[src/rtl/uart_mctl_pkg.sv]
package uart_mctl_pkg;
  localparam int REG_W     = 8;
  localparam int MODEM_N   = 4;
  localparam int AFE_BIT   = 5;
  localparam int LOOP_BIT  = 4;
  localparam int GATE_BIT  = 3;
  localparam int RTS_BIT   = 1;
  localparam logic [REG_W-1:0] RW_MASK =
    REG_W'((1 << AFE_BIT) | (1 << LOOP_BIT) | (1 << GATE_BIT) | (1 << RTS_BIT));

  typedef struct packed {
    logic afe;
    logic loop;
    logic gate;
    logic rts;
  } mctlBits_t;
endpackage

[src/rtl/mctl_regs.sv]
module mctl_regs
  import uart_mctl_pkg::*;
(
  input  logic             clk,
  input  logic             rstN,
  input  logic             wrEn,
  input  logic [REG_W-1:0] wrData,
  output logic [REG_W-1:0] rdData,
  output mctlBits_t        ctl
);
  logic [REG_W-1:0] regQ;

  always_ff @(posedge clk or negedge rstN) begin
    if (!rstN)     regQ <= '0;
    else if (wrEn) regQ <= wrData & RW_MASK;
  end

  assign rdData   = regQ;
  assign ctl.afe  = regQ[AFE_BIT];
  assign ctl.loop = regQ[LOOP_BIT];
  assign ctl.gate = regQ[GATE_BIT];
  assign ctl.rts  = regQ[RTS_BIT];


  write_capture_chk: assert property (@(posedge clk) disable iff (!rstN)
    wrEn |=> (ctl.loop == $past(wrData[LOOP_BIT])) && (ctl.rts == $past(wrData[RTS_BIT])));
endmodule

[src/rtl/mctl_datapath.sv]
module mctl_datapath
  import uart_mctl_pkg::*;
#(
  parameter int SYNC_STAGES = 2
) (
  input  logic               clk,
  input  logic               rstN,
  input  mctlBits_t          ctl,
  input  logic [MODEM_N-1:0] pinsN,
  input  logic               rxPin,
  input  logic               txShiftOut,
  input  logic               txBreak,
  input  logic               irqRaw,
  input  logic               rxNearFull,
  input  logic               statusRead,
  output logic               txPin,
  output logic               rtsPinN,
  output logic               ctsInternal,
  output logic               rxToShifter,
  output logic               irqOut,
  output logic               autoCtsEn,
  output logic               autoRtsEn,
  output logic [MODEM_N-1:0] modemStatus,
  output logic [MODEM_N-1:0] modemDelta
);
  localparam int LAST = SYNC_STAGES - 1;

  logic [MODEM_N-1:0] syncQ [SYNC_STAGES];
  logic [MODEM_N-1:0] statusSel, prevStatus, edgeHit, loopStatus;
  logic               txLine;

  always_ff @(posedge clk or negedge rstN) begin
    if (!rstN) begin
      for (int i = 0; i < SYNC_STAGES; i++) syncQ[i] <= '1;
    end else begin
      syncQ[0] <= pinsN;
      for (int i = 1; i < SYNC_STAGES; i++) syncQ[i] <= syncQ[i-1];
    end
  end

  assign loopStatus = {1'b0, ctl.gate, 1'b0, ctl.rts};
  assign statusSel  = ctl.loop ? loopStatus : ~syncQ[LAST];
  assign edgeHit    = {prevStatus[3] & ~statusSel[3], statusSel[2:0] ^ prevStatus[2:0]};

  always_ff @(posedge clk or negedge rstN) begin
    if (!rstN) begin
      prevStatus <= '0;
      modemDelta <= '0;
    end else begin
      prevStatus <= statusSel;
      modemDelta <= (statusRead ? '0 : modemDelta) | edgeHit;
    end
  end

  assign modemStatus = statusSel;
  assign ctsInternal = statusSel[0];

  assign txLine      = txShiftOut & ~txBreak;
  assign txPin       = ctl.loop ? 1'b1 : txLine;
  assign rxToShifter = ctl.loop ? txLine : rxPin;

  assign autoCtsEn = ctl.afe;
  assign autoRtsEn = ctl.afe & ctl.rts;
  assign rtsPinN   = ctl.loop | ~ctl.rts | (autoRtsEn & rxNearFull);
  assign irqOut    = irqRaw & (ctl.gate | ctl.loop);


  loop_tx_idle_chk: assert property (@(posedge clk) disable iff (!rstN)
    ctl.loop |-> txPin);

  loop_rts_inactive_chk: assert property (@(posedge clk) disable iff (!rstN)
    ctl.loop |-> rtsPinN);

  irq_blocked_chk: assert property (@(posedge clk) disable iff (!rstN)
    (!ctl.loop && !ctl.gate) |-> !irqOut);

  cts_delta_set_chk: assert property (@(posedge clk) disable iff (!rstN)
    (modemStatus[0] != prevStatus[0]) |=> modemDelta[0]);

  auto_pair_chk: assert property (@(posedge clk) disable iff (!rstN)
    autoRtsEn |-> autoCtsEn);
endmodule

[src/rtl/uart_modem_ctl.sv]
module uart_modem_ctl
  import uart_mctl_pkg::*;
(
  input  logic       clk,
  input  logic       rstN,
  input  logic       wrEn,
  input  logic [7:0] wrData,
  output logic [7:0] rdData,
  input  logic       ctsPinN,
  input  logic       dsrPinN,
  input  logic       dcdPinN,
  input  logic       riPinN,
  input  logic       rxPin,
  input  logic       txShiftOut,
  input  logic       txBreak,
  input  logic       irqRaw,
  input  logic       rxNearFull,
  input  logic       statusRead,
  output logic       txPin,
  output logic       rtsPinN,
  output logic       ctsInternal,
  output logic       rxToShifter,
  output logic       irqOut,
  output logic       autoCtsEn,
  output logic       autoRtsEn,
  output logic [3:0] modemStatus,
  output logic [3:0] modemDelta
);
  mctlBits_t ctl;

  mctl_regs uRegs (
    .clk(clk), .rstN(rstN), .wrEn(wrEn), .wrData(wrData),
    .rdData(rdData), .ctl(ctl)
  );

  mctl_datapath #(.SYNC_STAGES(2)) uPath (
    .clk(clk), .rstN(rstN), .ctl(ctl),
    .pinsN({riPinN, dcdPinN, dsrPinN, ctsPinN}),
    .rxPin(rxPin), .txShiftOut(txShiftOut), .txBreak(txBreak),
    .irqRaw(irqRaw), .rxNearFull(rxNearFull), .statusRead(statusRead),
    .txPin(txPin), .rtsPinN(rtsPinN), .ctsInternal(ctsInternal),
    .rxToShifter(rxToShifter), .irqOut(irqOut), .autoCtsEn(autoCtsEn),
    .autoRtsEn(autoRtsEn), .modemStatus(modemStatus), .modemDelta(modemDelta)
  );
endmodule

[config.mk]
export PLATFORM = sky130hd
export DESIGN_NAME = uart_modem_ctl
export DESIGN_NICKNAME = d
export VERILOG_FILES = /design/src/rtl/uart_mctl_pkg.sv /design/src/rtl/mctl_regs.sv /design/src/rtl/mctl_datapath.sv /design/src/rtl/uart_modem_ctl.sv
export SDC_FILE = /design/constraint.sdc
export NUM_CORES = 1
export LEC_CHECK = 0
export ABC_AREA = 0
export ABC_CLOCK_PERIOD_IN_PS = 1400
export BUFFER_PORTS_ARGS = -buffer_cell sky130_fd_sc_hd__buf_4
export CAP_MARGIN = 20
export CORE_MARGIN = 4
export CORE_UTILIZATION = 42
export CTS_CLUSTER_SIZE = 40
export DETAILED_ROUTE_END_ITERATION = 6
export GPL_TIMING_DRIVEN = 0
export PLACE_DENSITY_LB_ADDON = 0.3
export SLEW_MARGIN = 0
export SYNTH_ARGS = -nofsm -noshare
export SYNTH_HDL_FRONTEND = slang
export SYNTH_SLANG_ARGS = --single-unit
[constraint.sdc]
create_clock -name clk -period 1.4 [get_ports clk]
set_input_delay 0.28 -clock clk [delete_from_list [all_inputs] [get_ports clk]]
set_output_delay 0.28 -clock clk [all_outputs]
set_load 0.1 [all_outputs]
==> results.md <==
Run status:
- The flow ran to the end, but the final reports show violations.
- The final reports fail on negative setup slack.

Synth:
- The portion of the post-synthesis area used by sequential elements is 0.651.
- In this run, synthesis produced a sequential element count of 20.
- The share of synthesized area in the top cell type comes to 0.383.
- In the synthesized netlist, the number of instances is 61.
- Yosys printed 0 warnings.
- The synthesized netlist occupies a cell area of 785 sq um.
- The number of different library cells used by synthesis comes to 20.
- The largest area contributor in the netlist is sky130_fd_sc_hd__dfrtp_1.
- Yosys attributes the largest share of cell area to sky130_fd_sc_hd__dfrtp_1, sky130_fd_sc_hd__dfstp_2, sky130_fd_sc_hd__buf_4, sky130_fd_sc_hd__nor2b_1, sky130_fd_sc_hd__mux2i_1.
- The average size of a mapped cell is roughly 13 sq um.

GRT:
- The global routing met3 resource utilization is 0.0204.
- After global routing, the most crowded layer is met2.
- The met1 usage is 0.171.
- For this run, the total global-route usage over all layers was measured as 0.153.
- The initial antenna violation count is 0.
- The maximum number of pins on one net before global-route repair is 21.
- In the global route stage, met2 resource usage came out at 0.275.
- The global-route wire length before repair is around 2.8 mm.
- The number of global-route vias before repair came to between 600 and 700.
- The total grt overflow is 0.

Placement:
- Once detailed placement completed, the half-perimeter wirelength came to 1.14 mm.
- The worst setup slack after placement is -0.200 ns.
- Routability-driven placement finished with a final weighted congestion of 0.637.
- The quantity of I/O buffers inserted on ports is 35.
- The number of instances in the placed design is 124.

Finish:
- 0 antenna diodes ended up in the layout.
- Of the cells placed in the final design, the portion with a size suffix greater than 1 is 0.672.
- In the final design database the tool counted about 140 nets.
- The finished layout holds 141 standard cells, fillers aside.
- The area added between synthesis and finish is 82.6%.

Floorplan:
- For this configuration, the core starts out at a cell density of 0.449.
- The overall die area is 2620 sq um.
- The die width is 51.2 um.
- The area of the core is 1750 sq um.
- For this design the top-level I/O count stands at 44.
- In this run the vertical extent of the chip is about 51 um.
- After floorplanning, the core was divided into 15 placement rows.

Clocking:
- The later pin in the worst-skew pair is clocked with a latency of approximately 0.3 ns.
- TritonCTS built the clock tree.
- The clock net in this run drives a total of 20 sinks.
- The number of buffers on the longest clock path is 2.
- The CTS clock-pin slew for the worst setup and hold paths is between 0.1 and 0.15 ns.
- The number of clock buffers inserted by TritonCTS is 3.
- The H-tree depth is 1.
- The root buffer cell chosen for the clock tree is sky130_fd_sc_hd__clkbuf_4.

Routing:
- The total iterations of the first detailed-routing run is 2.
- In the routed layout, each cell is associated on average with a via count of 4.45.
- The routed layout has between 600 and 700 vias.
- In the routed design, unresolved DRC markers number 0.
- Summed over all layers, the routed wires come to 1.97 mm.
- The number of design-rule violations left by the first detailed-router iteration is 3.
- The number of antenna-violating nets in the routed design is 0.
- In the final routed layout, each cell accounts on average for 14.0 um.

Timing:
- The number of max-slew violations in the final report is 0.
- Setup violations remaining at the end of the flow were counted as 11.
- Between clock sinks in the finished design, the worst skew comes to 0.00964 ns.
- The final setup slack of the worst path is -0.378 ns.
- Of the available clock period, the critical path in the final layout requires 1.27.
- Summed over all failing endpoints, the final setup total negative slack is -3.06 ns.
- Subtracting the final worst setup slack from the clock period gives 1.78 ns.
- Derived from the worst setup path, the maximum achievable clock frequency is 0.562 GHz.
- The final hold violation count was 0.
- Setup repair after global routing could not meet its margin everywhere.

Power and ir drop:
- The design draws 0.00194 W.
- Dividing total power by cell area gives a power density of 1360 nW/um^2.
- For this design the static power due to leakage is 0.678 nW.
- The largest voltage drop on the vdd net is 0.897 mV.

Worst setup path:
- The type of the worst setup path is reg -> out.
- Data arrives at the worst endpoint at 1.50 ns.
- STA classifies the critical path startpoint as a register.
- For the worst setup path, the data required time is 1.12 ns.
- The highest fanout seen on the critical path is 6.
- Walking the worst path, the cells encountered are buf_8 -> mux2i_4 -> buf_12 -> buf_12.
- In this design, the largest share of critical-path delay is due to flip-flops.
- The most numerous cell type found on the critical path is sky130_fd_sc_hd__buf_12.
- The critical path endpoint category is a primary output.
- The critical path contains buffers and inverters numbering 3 combined.
- Among all stages on the critical path, the largest delay is contributed by sky130_fd_sc_hd__dfrtp_4.
- The longest individual stage delay on the worst path is 0.50 ns.

Min path:
- The class of the most critical hold timing path is in -> reg.

Flow run:
- The number of max-cap violations is 0.
where the power goes:
group | internal [W] | leakage [nW] | switching (W)
logic | 0.000325 | 0.440 | 0.000661
registers | 0.000646 | 0.223 | 0.0000339
clock network | 0.000111 | 0.0150 | 0.000166
total | 0.00108 | 0.678 | 0.000861
stage by stage:
step | area, sq um | hold WS [ns] | util
2_1_floorplan | 856 | -0.0156 | -
3_3_place_gp | 1150 | 0.164 | 0.659
3_5_place_dp | 1150 | 0.167 | 0.659
4_1_cts | 1360 | 0.0677 | 0.778
5_1_grt | 1430 | 0.0613 | 0.821
6_report | 1430 | 0.0779 | 0.821
cell usage after synthesis:
cell type and instances:
sky130_fd_sc_hd__nand2_1 2, sky130_fd_sc_hd__nor2_1 3, sky130_fd_sc_hd__inv_1 5, sky130_fd_sc_hd__nor2_2 1
sky130_fd_sc_hd__nor2b_1 5, sky130_fd_sc_hd__dfrtp_1 12, sky130_fd_sc_hd__mux2_2 2, sky130_fd_sc_hd__dfstp_2 8
sky130_fd_sc_hd__a21o_1 1, sky130_fd_sc_hd__o21ai_0 5, sky130_fd_sc_hd__buf_6 1, sky130_fd_sc_hd__buf_4 6
sky130_fd_sc_hd__and2_1 1, sky130_fd_sc_hd__conb_1 1, sky130_fd_sc_hd__mux2i_1 3, sky130_fd_sc_hd__mux2i_2 1
sky130_fd_sc_hd__o21a_1 1, sky130_fd_sc_hd__a211o_1 1, sky130_fd_sc_hd__a31o_1 1, sky130_fd_sc_hd__xnor2_1 1
state kept, by name, summed over array words and instances, names as in the netlist:
name,flops
uPath.syncQ,8
uPath.modemDelta,4
uPath.prevStatus,4
uRegs.rdData,4
what timing repair did:
action,CTS,global route
hold buffers,1,0
buffers inserted,6,6
resized for setup,30,4
pin swaps,0,2
hold endpoints to repair,12,0
setup endpoints to repair,11,11
per-layer routing:
layer  wire length, um  share of wire  up-vias
li1                  -              -      292
met1               723           0.37      306
met2              1120           0.57       25
met3                90          0.046        4
met4                37          0.019        0
met5                 0              0        -
area by class of cell:
class                   instances  area [sq um]
plain buffers                   7          72.6
clock buffers                   4          26.3
fillers                       104           313
inverters                       5          18.8
multi-input cells              32           262
flip-flops and latches         20           520
well taps                      25          31.3
repair buffers                 48           502
path summary, 6_finish.rpt:
kind	end	from	depth (start not counted)	slack [ns]
min in group asynchronous	uPath.modemDelta[0]	rstN	2	0.40
max in group asynchronous	uPath.syncQ[2]	rstN	2	0.73
hold reg to reg	uPath.syncQ[1]	uPath.syncQ[5]	0	0.36
setup / recovery	modemStatus[0]	uRegs.rdData[4]	4	-0.38
setup reg to reg	uPath.modemDelta[2]	uRegs.rdData[4]	6	-0.06
hold / removal	uPath.syncQ[4]	ctsPinN	1	0.08
cell families after synthesis:
kind of cell | synth area share
compound gates | 0.0734
mux | 0.0845
xor+xnor | 0.0112
buf+inv | 0.0957
simple gates | 0.0798
flops | 0.651
other cells | 0.00478
cells in the final DEF (no fill, tap or decap):
cell,count
sky130_fd_sc_hd__buf_4,37
sky130_fd_sc_hd__buf_12,10
sky130_fd_sc_hd__dfrtp_1,8
sky130_fd_sc_hd__dfstp_2,8
sky130_fd_sc_hd__inv_1,5
sky130_fd_sc_hd__nor2b_1,5
sky130_fd_sc_hd__o21ai_0,5
sky130_fd_sc_hd__buf_6,5
sky130_fd_sc_hd__conb_1,4
sky130_fd_sc_hd__clkbuf_4,3
sky130_fd_sc_hd__buf_8,2
sky130_fd_sc_hd__mux2i_4,2
sky130_fd_sc_hd__nor2_1,2
sky130_fd_sc_hd__mux2i_1,2
sky130_fd_sc_hd__nor2_4,2
sky130_fd_sc_hd__mux2_2,2
sky130_fd_sc_hd__nand2_1,2
sky130_fd_sc_hd__dfrtp_2,2
sky130_fd_sc_hd__dfrtp_4,2
sky130_fd_sc_hd__xnor2_1,1
sky130_fd_sc_hd__a21o_4,1
sky130_fd_sc_hd__a31o_1,1
sky130_fd_sc_hd__and2_4,1
sky130_fd_sc_hd__a211o_1,1
sky130_fd_sc_hd__o21a_4,1
sky130_fd_sc_hd__clkbuf_1,1
sky130_fd_sc_hd__dlygate4sd3_1,1
No activity file was read; power rests on OpenSTA's default activity.
